<file path="src/rtl/irq_route_pkg.sv">
package irq_route_pkg;

  // Offsets within the decoded low address byte
  localparam logic [7:0] OFS_SELECT = 8'h00;
  localparam logic [7:0] OFS_WINDOW = 8'h10;

  // Window indices
  localparam logic [7:0] WIX_IDENT  = 8'h00;
  localparam logic [7:0] WIX_VERSN  = 8'h01;
  localparam logic [7:0] WIX_ARBIT  = 8'h02;
  localparam logic [7:0] WIX_TABLE  = 8'h10;

  localparam logic [7:0] VERSION_CODE = 8'h11;

  // Routing entry fields that the logic depends on
  localparam int PEND_ACK_BIT = 14;
  localparam int MASK_BIT     = 16;
  localparam logic [63:0] ENTRY_RST = 64'h0000_0000_0001_0000;

  typedef enum logic [2:0] {
    TGT_NONE,
    TGT_SELECT,
    TGT_IDENT,
    TGT_VERSN,
    TGT_ARBIT,
    TGT_TABLE
  } target_e;

endpackage

</file>
<file path="src/rtl/irq_route_decode.sv">
module irq_route_decode
  import irq_route_pkg::*;
#(
  parameter int NUM_PINS = 24,
  localparam int IDX_W = $clog2(NUM_PINS)
) (
  input  logic [7:0]       offset,
  input  logic [7:0]       sel_q,
  output target_e          target,
  output logic [IDX_W-1:0] ent_idx,
  output logic             ent_hi
);

  logic [7:0] rel;
  logic [6:0] ent_full;
  logic       tbl_hit;

  always_comb begin
    rel      = sel_q - WIX_TABLE;
    ent_full = rel[7:1];
    ent_hi   = rel[0];
    ent_idx  = ent_full[IDX_W-1:0];
    tbl_hit  = (sel_q >= WIX_TABLE) && (int'(ent_full) < NUM_PINS);
  end

  always_comb begin
    target = TGT_NONE;
    if (offset == OFS_SELECT) begin
      target = TGT_SELECT;
    end else if (offset == OFS_WINDOW) begin
      case (sel_q)
        WIX_IDENT: target = TGT_IDENT;
        WIX_VERSN: target = TGT_VERSN;
        WIX_ARBIT: target = TGT_ARBIT;
        default:   target = tbl_hit ? TGT_TABLE : TGT_NONE;
      endcase
    end
  end

endmodule

</file>
<file path="src/rtl/irq_route_entry.sv">
module irq_route_entry
  import irq_route_pkg::*;
(
  input  logic        clk,
  input  logic        rst_n,
  input  logic        wr_lo,
  input  logic        wr_hi,
  input  logic [31:0] wdata,
  input  logic        ack_set,
  input  logic        ack_clr,
  output logic [63:0] entry_q
);

  logic [63:0] entry_d;

  always_comb begin
    entry_d = entry_q;
    if (wr_lo) begin
      entry_d[31:0] = wdata;
    end
    if (wr_hi) begin
      entry_d[63:32] = wdata;
    end
    // Pending-acknowledge flag is owned by the dispatch engine only
    if (ack_set) begin
      entry_d[PEND_ACK_BIT] = 1'b1;
    end else if (ack_clr) begin
      entry_d[PEND_ACK_BIT] = 1'b0;
    end else begin
      entry_d[PEND_ACK_BIT] = entry_q[PEND_ACK_BIT];
    end
  end

  always_ff @(posedge clk) begin
    if (!rst_n) begin
      entry_q <= ENTRY_RST;
    end else begin
      entry_q <= entry_d;
    end
  end

endmodule

</file>
<file path="src/rtl/irq_route_rdmux.sv">
module irq_route_rdmux
  import irq_route_pkg::*;
#(
  parameter int NUM_PINS = 24
) (
  input  target_e     target,
  input  logic        ent_hi,
  input  logic [7:0]  sel_q,
  input  logic [3:0]  ident_q,
  input  logic [63:0] ent_rd,
  output logic [31:0] rdata
);

  localparam logic [7:0] LAST_PIN = 8'(NUM_PINS - 1);

  always_comb begin
    case (target)
      TGT_SELECT: rdata = {24'h0, sel_q};
      TGT_IDENT:  rdata = {4'h0, ident_q, 24'h0};
      TGT_VERSN:  rdata = {8'h00, LAST_PIN, 8'h00, VERSION_CODE};
      TGT_TABLE:  rdata = ent_hi ? ent_rd[63:32] : ent_rd[31:0];
      default:    rdata = 32'h0;
    endcase
  end

endmodule

</file>
<file path="src/rtl/irq_route_regs.sv">
module irq_route_regs
  import irq_route_pkg::*;
#(
  parameter int NUM_PINS = 24,
  parameter int ADDR_W   = 12,
  localparam int IDX_W = $clog2(NUM_PINS)
) (
  input  logic                      clk,
  input  logic                      rst_n,
  input  logic                      req_valid,
  output logic                      req_ready,
  input  logic                      req_write,
  input  logic [ADDR_W-1:0]         req_addr,
  input  logic [31:0]               req_wdata,
  output logic                      rsp_valid,
  input  logic                      rsp_ready,
  output logic [31:0]               rsp_rdata,
  output logic [NUM_PINS-1:0][63:0] tbl_entries,
  output logic                      tbl_upd_valid,
  output logic [IDX_W-1:0]          tbl_upd_idx,
  input  logic [NUM_PINS-1:0]       rirr_set,
  input  logic [NUM_PINS-1:0]       rirr_clr
);

  logic [7:0]       sel_q;
  logic [3:0]       ident_q;
  target_e          target;
  logic [IDX_W-1:0] ent_idx;
  logic             ent_hi;
  logic             win_tbl;
  logic             acc, acc_wr, acc_rd, wr_tbl;
  logic [63:0]      ent_rd;
  logic [31:0]      rd_word;
  logic             rsp_valid_q;
  logic [31:0]      rsp_rdata_q;
  logic             unused_addr_hi;

  assign unused_addr_hi = ^req_addr[ADDR_W-1:8];

  // Handshake: a held response blocks new requests
  assign req_ready = !rsp_valid_q || rsp_ready;
  assign acc       = req_valid && req_ready;
  assign acc_wr    = acc && req_write;
  assign acc_rd    = acc && !req_write;

  irq_route_decode #(.NUM_PINS(NUM_PINS)) u_dec (
    .offset  (req_addr[7:0]),
    .sel_q   (sel_q),
    .target  (target),
    .ent_idx (ent_idx),
    .ent_hi  (ent_hi)
  );

  assign win_tbl = (target == TGT_TABLE);
  assign wr_tbl  = acc_wr && win_tbl;

  always_ff @(posedge clk) begin
    if (!rst_n) begin
      sel_q   <= 8'h00;
      ident_q <= 4'h0;
    end else begin
      if (acc_wr && target == TGT_SELECT) begin
        sel_q <= req_wdata[7:0];
      end
      if (acc_wr && target == TGT_IDENT) begin
        ident_q <= req_wdata[27:24];
      end
    end
  end

  for (genvar g = 0; g < NUM_PINS; g++) begin : g_ent
    logic hit;
    assign hit = wr_tbl && (ent_idx == IDX_W'(g));
    irq_route_entry u_ent (
      .clk     (clk),
      .rst_n   (rst_n),
      .wr_lo   (hit && !ent_hi),
      .wr_hi   (hit && ent_hi),
      .wdata   (req_wdata),
      .ack_set (rirr_set[g]),
      .ack_clr (rirr_clr[g]),
      .entry_q (tbl_entries[g])
    );
  end

  assign ent_rd = win_tbl ? tbl_entries[ent_idx] : 64'h0;

  irq_route_rdmux #(.NUM_PINS(NUM_PINS)) u_rd (
    .target  (target),
    .ent_hi  (ent_hi),
    .sel_q   (sel_q),
    .ident_q (ident_q),
    .ent_rd  (ent_rd),
    .rdata   (rd_word)
  );

  always_ff @(posedge clk) begin
    if (!rst_n) begin
      rsp_valid_q <= 1'b0;
      rsp_rdata_q <= 32'h0;
    end else if (acc_rd) begin
      rsp_valid_q <= 1'b1;
      rsp_rdata_q <= rd_word;
    end else if (rsp_ready) begin
      rsp_valid_q <= 1'b0;
    end
  end

  assign rsp_valid = rsp_valid_q;
  assign rsp_rdata = rsp_rdata_q;

  always_ff @(posedge clk) begin
    if (!rst_n) begin
      tbl_upd_valid <= 1'b0;
      tbl_upd_idx   <= '0;
    end else begin
      tbl_upd_valid <= wr_tbl;
      if (wr_tbl) begin
        tbl_upd_idx <= ent_idx;
      end
    end
  end

endmodule

</file>
<file path="config.mk">
export PLATFORM = sky130hd
export DESIGN_NAME = irq_route_regs
export DESIGN_NICKNAME = d
export VERILOG_FILES = /design/src/rtl/irq_route_pkg.sv /design/src/rtl/irq_route_decode.sv /design/src/rtl/irq_route_entry.sv /design/src/rtl/irq_route_rdmux.sv /design/src/rtl/irq_route_regs.sv
export SDC_FILE = /design/constraint.sdc
export NUM_CORES = 2
export LEC_CHECK = 0
export BUFFER_PORTS_ARGS = -buffer_cell sky130_fd_sc_hd__buf_4
export CORE_AREA = 10 10 646 648
export DETAILED_ROUTE_END_ITERATION = 12
export DIE_AREA = 0 0 656 658
export SLEW_MARGIN = 40
export SYNTH_ARGS = -nofsm -noshare
export SYNTH_HDL_FRONTEND = slang
export SYNTH_SLANG_ARGS = --single-unit
</file>
<file path="constraint.sdc">
create_clock -name clk -period 3.68 [get_ports clk]
set_input_delay 0.368 -clock clk [delete_from_list [all_inputs] [get_ports clk]]
set_output_delay 0.368 -clock clk [all_outputs]
set_load 0.05 [all_outputs]
</file>
==> metrics <==
fraction of synthesized cell area in xor and xnor cells 0; Worst Setup Path Type reg2reg; H-Tree Depth 4; clock latency at the later pin of the worst-skew pair 0.96 ns; Detail Route Antenna Nets 0; CTS max path bufs 4; portion of the clock cycle consumed by the worst path in the final layout 0.902; routability congestion estimate 0.942; number of DRC markers in iteration 0 8582; Post-DP HPWL 437 mm; Design Power 39.2 mW; netlist area before placement 0.0695 sq mm; critical path launch point type flop; clock-pin slew reported for the worst setup and hold paths after clock tree synthesis 0.06 ns; detailed-route via count 66500; peak ir drop on the vdd network 0.000366 V; number of placement rows 234; wire per inst 38.5 microns; Chip Width 656 microns; layout cells sized above 1 0.322; number of iterations in the first detailed-routing pass 8; Layout Utilization 0.240; overall routing resource usage 0.240; largest family of logic cells by synthesized area multiplexers; simple-gate share of the synthesized area 0.144; Synth Net Count 7165; cell at the root of the clock tree sky130_fd_sc_hd__clkbuf_16; share of the synthesized area in compound gates (AO/OA/AOI/OAI) 0.0670; post-synthesis sequential area ratio 0.457; result of the run finished, final reports clean; endpoint required time on the critical path 4.48 ns; port buffer count 1668; CP max FO 23; unrepaired setup endpoints after global routing false; adder-cell share of the synthesized area 0.000360; Synth async-reset ratio 0; Area after DPL 0.0895 sq mm; Resized cells post-CTS 0; multiplexer share of the synthesized area 0.279; most used flip-flop cell after synthesis sky130_fd_sc_hd__dfxtp_1; final count of hold timing violations 0; post-synth cell types 74; post-synthesis area per instance 9.84 sq um; number of synthesized flops with an enable pin 0; Worst Slack Setup Final 0.362 ns; MaxCap Viol Count 0; Power Density 403 mW/mm^2; placeable core region 0.405 sq mm; die outline area 0.432 sq mm; FILL cells 43600; path category of the worst min-delay check in2reg; effective utilization at floorplan 0.172; number of vias per cell 4.65; number of max-slew violations in the final report 0; time the final worst path needs with I/O delays and setup 3.32 ns; DRC viols 0; Area Overhead vs Synth 39.7%; leakage dissipation 39.1 nW; transition time at the pin with the least slew margin 0.872 ns; setup_tns 0 ns; overall overflow remaining after global route 0; detailed-route wire length 550 mm; post-layout instance area 0.0971 sq mm; antenna violations before repair 43; number of synthesized register bits 1587; critical path endpoint category flop; worst endpoint data arrival time 4.12 ns; I/O Pins 1673; skew final 0.100 ns; Total Nets Final 8799; height of the die 658 microns; via count of the first global-routing pass 62100; total number of yosys warnings 0; Final setup viols 0; cells after synthesis 7066; maximum number of pins on one net before global-route repair 173; Max Clock Freq 0.301 GHz; wire length of the first global-routing pass 693 mm; worst slack after detailed placement -0.123 ns; Slew HR 0.414; Sink Count 1587; total clock buffers created by CTS 196; TritonCTS clock tree done
[cell usage in the layout, fill, tap and decap left out, types with 41 or more instances in the layout]
master	instances
sky130_fd_sc_hd__mux4_2	341
sky130_fd_sc_hd__mux2i_1	1144
sky130_fd_sc_hd__nor2_1	98
sky130_fd_sc_hd__nand3_1	46
sky130_fd_sc_hd__a21oi_1	560
sky130_fd_sc_hd__nand2_1	2091
sky130_fd_sc_hd__a22oi_1	48
sky130_fd_sc_hd__buf_4	1958
sky130_fd_sc_hd__buf_12	80
sky130_fd_sc_hd__dfxtp_1	1582
sky130_fd_sc_hd__dlygate4sd3_1	84
sky130_fd_sc_hd__clkbuf_16	196
sky130_fd_sc_hd__o22ai_1	41
[state kept, by name, indices dropped and copies added (netlist names)]
| signal | flops |
|---|---|
| tbl_upd_valid | 1 |
| sel_q | 8 |
| g_ent.u_ent.entry_q | 1536 |
| tbl_upd_idx | 5 |
| ident_q | 4 |
| rsp_valid | 1 |
| rsp_rdata | 32 |
[kinds of logic (layout without fill, tap and decap cells)]
kind of cell | after synthesis | in the layout
simple gates | 2440 | 2440
flops | 1587 | 1587
mux | 1507 | 1507
compound gates | 808 | 808
buf+inv | 722 | 2507
fa+ha+maj | 2 | 2
other cells | 0 | 15
[area by class of cell]
type	instances	area (sq um)	share of cell area
clock buffers	265	5520	0.0569
clock inverters	84	1100	0.0113
well taps	5428	6790	0.0700
flip-flops and latches	1587	31800	0.328
diodes	15	37.5	0.000387
multi-input cells	4757	34500	0.355
inverters	33	140	0.00144
repair buffers	2125	17200	0.177
[timing repair]
item,in CTS,in global routing
endpoints found under the setup margin,0,0
buffers inserted,0,0
endpoints found under the hold margin,508,0
hold buffers,84,0
[power breakdown]
group | leakage [nW] | switching [mW] | internal (mW)
Clock | 3.25 | 8.73 | 11.8
Combinational | 23.1 | 1.07 | 0.283
Sequential | 12.8 | 0.0327 | 17.2
[critical path, cell delays in order (launching register included)]
cell,delay (ns)
sky130_fd_sc_hd__dfxtp_4,0.41
sky130_fd_sc_hd__inv_6,0.11
sky130_fd_sc_hd__ha_1,0.25
sky130_fd_sc_hd__nor2_1,0.13
sky130_fd_sc_hd__nand3_2,0.17
sky130_fd_sc_hd__o2bb2ai_4,0.71
sky130_fd_sc_hd__nand4_2,0.44
sky130_fd_sc_hd__nor2_4,0.26
sky130_fd_sc_hd__buf_4,0.45
sky130_fd_sc_hd__mux2i_1,0.24
[metal layers]
layer / global-route usage / part of all wire
met1: 0.284 / 0.38
met2: 0.395 / 0.46
met3: 0.0863 / 0.11
met4: 0.0985 / 0.052
met5: 0.00274 / 0.00031
[final timing paths]
path | startpoint | endpoint | slack [ns] | cells past startpoint
setup / recovery | sel_q[4] | g_ent[13].u_ent.entry_q[47] | 0.36 | 9
hold / removal | req_addr[1] | rsp_rdata[3] | 0.14 | 5
setup reg to reg | sel_q[4] | g_ent[13].u_ent.entry_q[47] | 0.36 | 9
hold reg to reg | rsp_rdata[21] | rsp_rdata[21] | 0.45 | 2
[cell usage after synthesis, types with 9 or more instances]
master | n | area [sq um]
sky130_fd_sc_hd__buf_1 | 10 | 37.5
sky130_fd_sc_hd__nand3_1 | 46 | 230
sky130_fd_sc_hd__dfxtp_1 | 1587 | 31800
sky130_fd_sc_hd__inv_1 | 30 | 113
sky130_fd_sc_hd__a22oi_1 | 48 | 360
sky130_fd_sc_hd__nand4_1 | 26 | 163
sky130_fd_sc_hd__o21ai_0 | 28 | 140
sky130_fd_sc_hd__a211oi_1 | 15 | 113
sky130_fd_sc_hd__o22ai_1 | 41 | 257
sky130_fd_sc_hd__o21ai_1 | 9 | 45.0
sky130_fd_sc_hd__a31oi_1 | 14 | 87.6
sky130_fd_sc_hd__a221oi_1 | 16 | 140
sky130_fd_sc_hd__nor2_1 | 108 | 405
sky130_fd_sc_hd__clkbuf_1 | 335 | 1260
sky130_fd_sc_hd__a21oi_1 | 562 | 2810
sky130_fd_sc_hd__buf_4 | 81 | 608
sky130_fd_sc_hd__nor3_1 | 25 | 125
sky130_fd_sc_hd__and2_1 | 12 | 75.1
sky130_fd_sc_hd__nand2_1 | 2125 | 7980
sky130_fd_sc_hd__mux2_2 | 20 | 225
sky130_fd_sc_hd__nor4_4 | 20 | 425
sky130_fd_sc_hd__o221ai_1 | 10 | 87.6
sky130_fd_sc_hd__buf_6 | 48 | 541
sky130_fd_sc_hd__mux4_2 | 341 | 7680
sky130_fd_sc_hd__o211ai_1 | 14 | 105
sky130_fd_sc_hd__buf_2 | 214 | 1070
sky130_fd_sc_hd__mux2i_1 | 1146 | 11500
[stage by stage]
stage / instances / hold WS (ns)
2_1_floorplan: 7066 / 0.460
3_3_place_gp: 13800 / 0.429
3_5_place_dp: 13800 / 0.438
4_1_cts: 14300 / 0.0500
5_1_grt: 14300 / 0.105
6_report: 14300 / 0.142
Note: power is estimated with default switching activity, not from simulation.
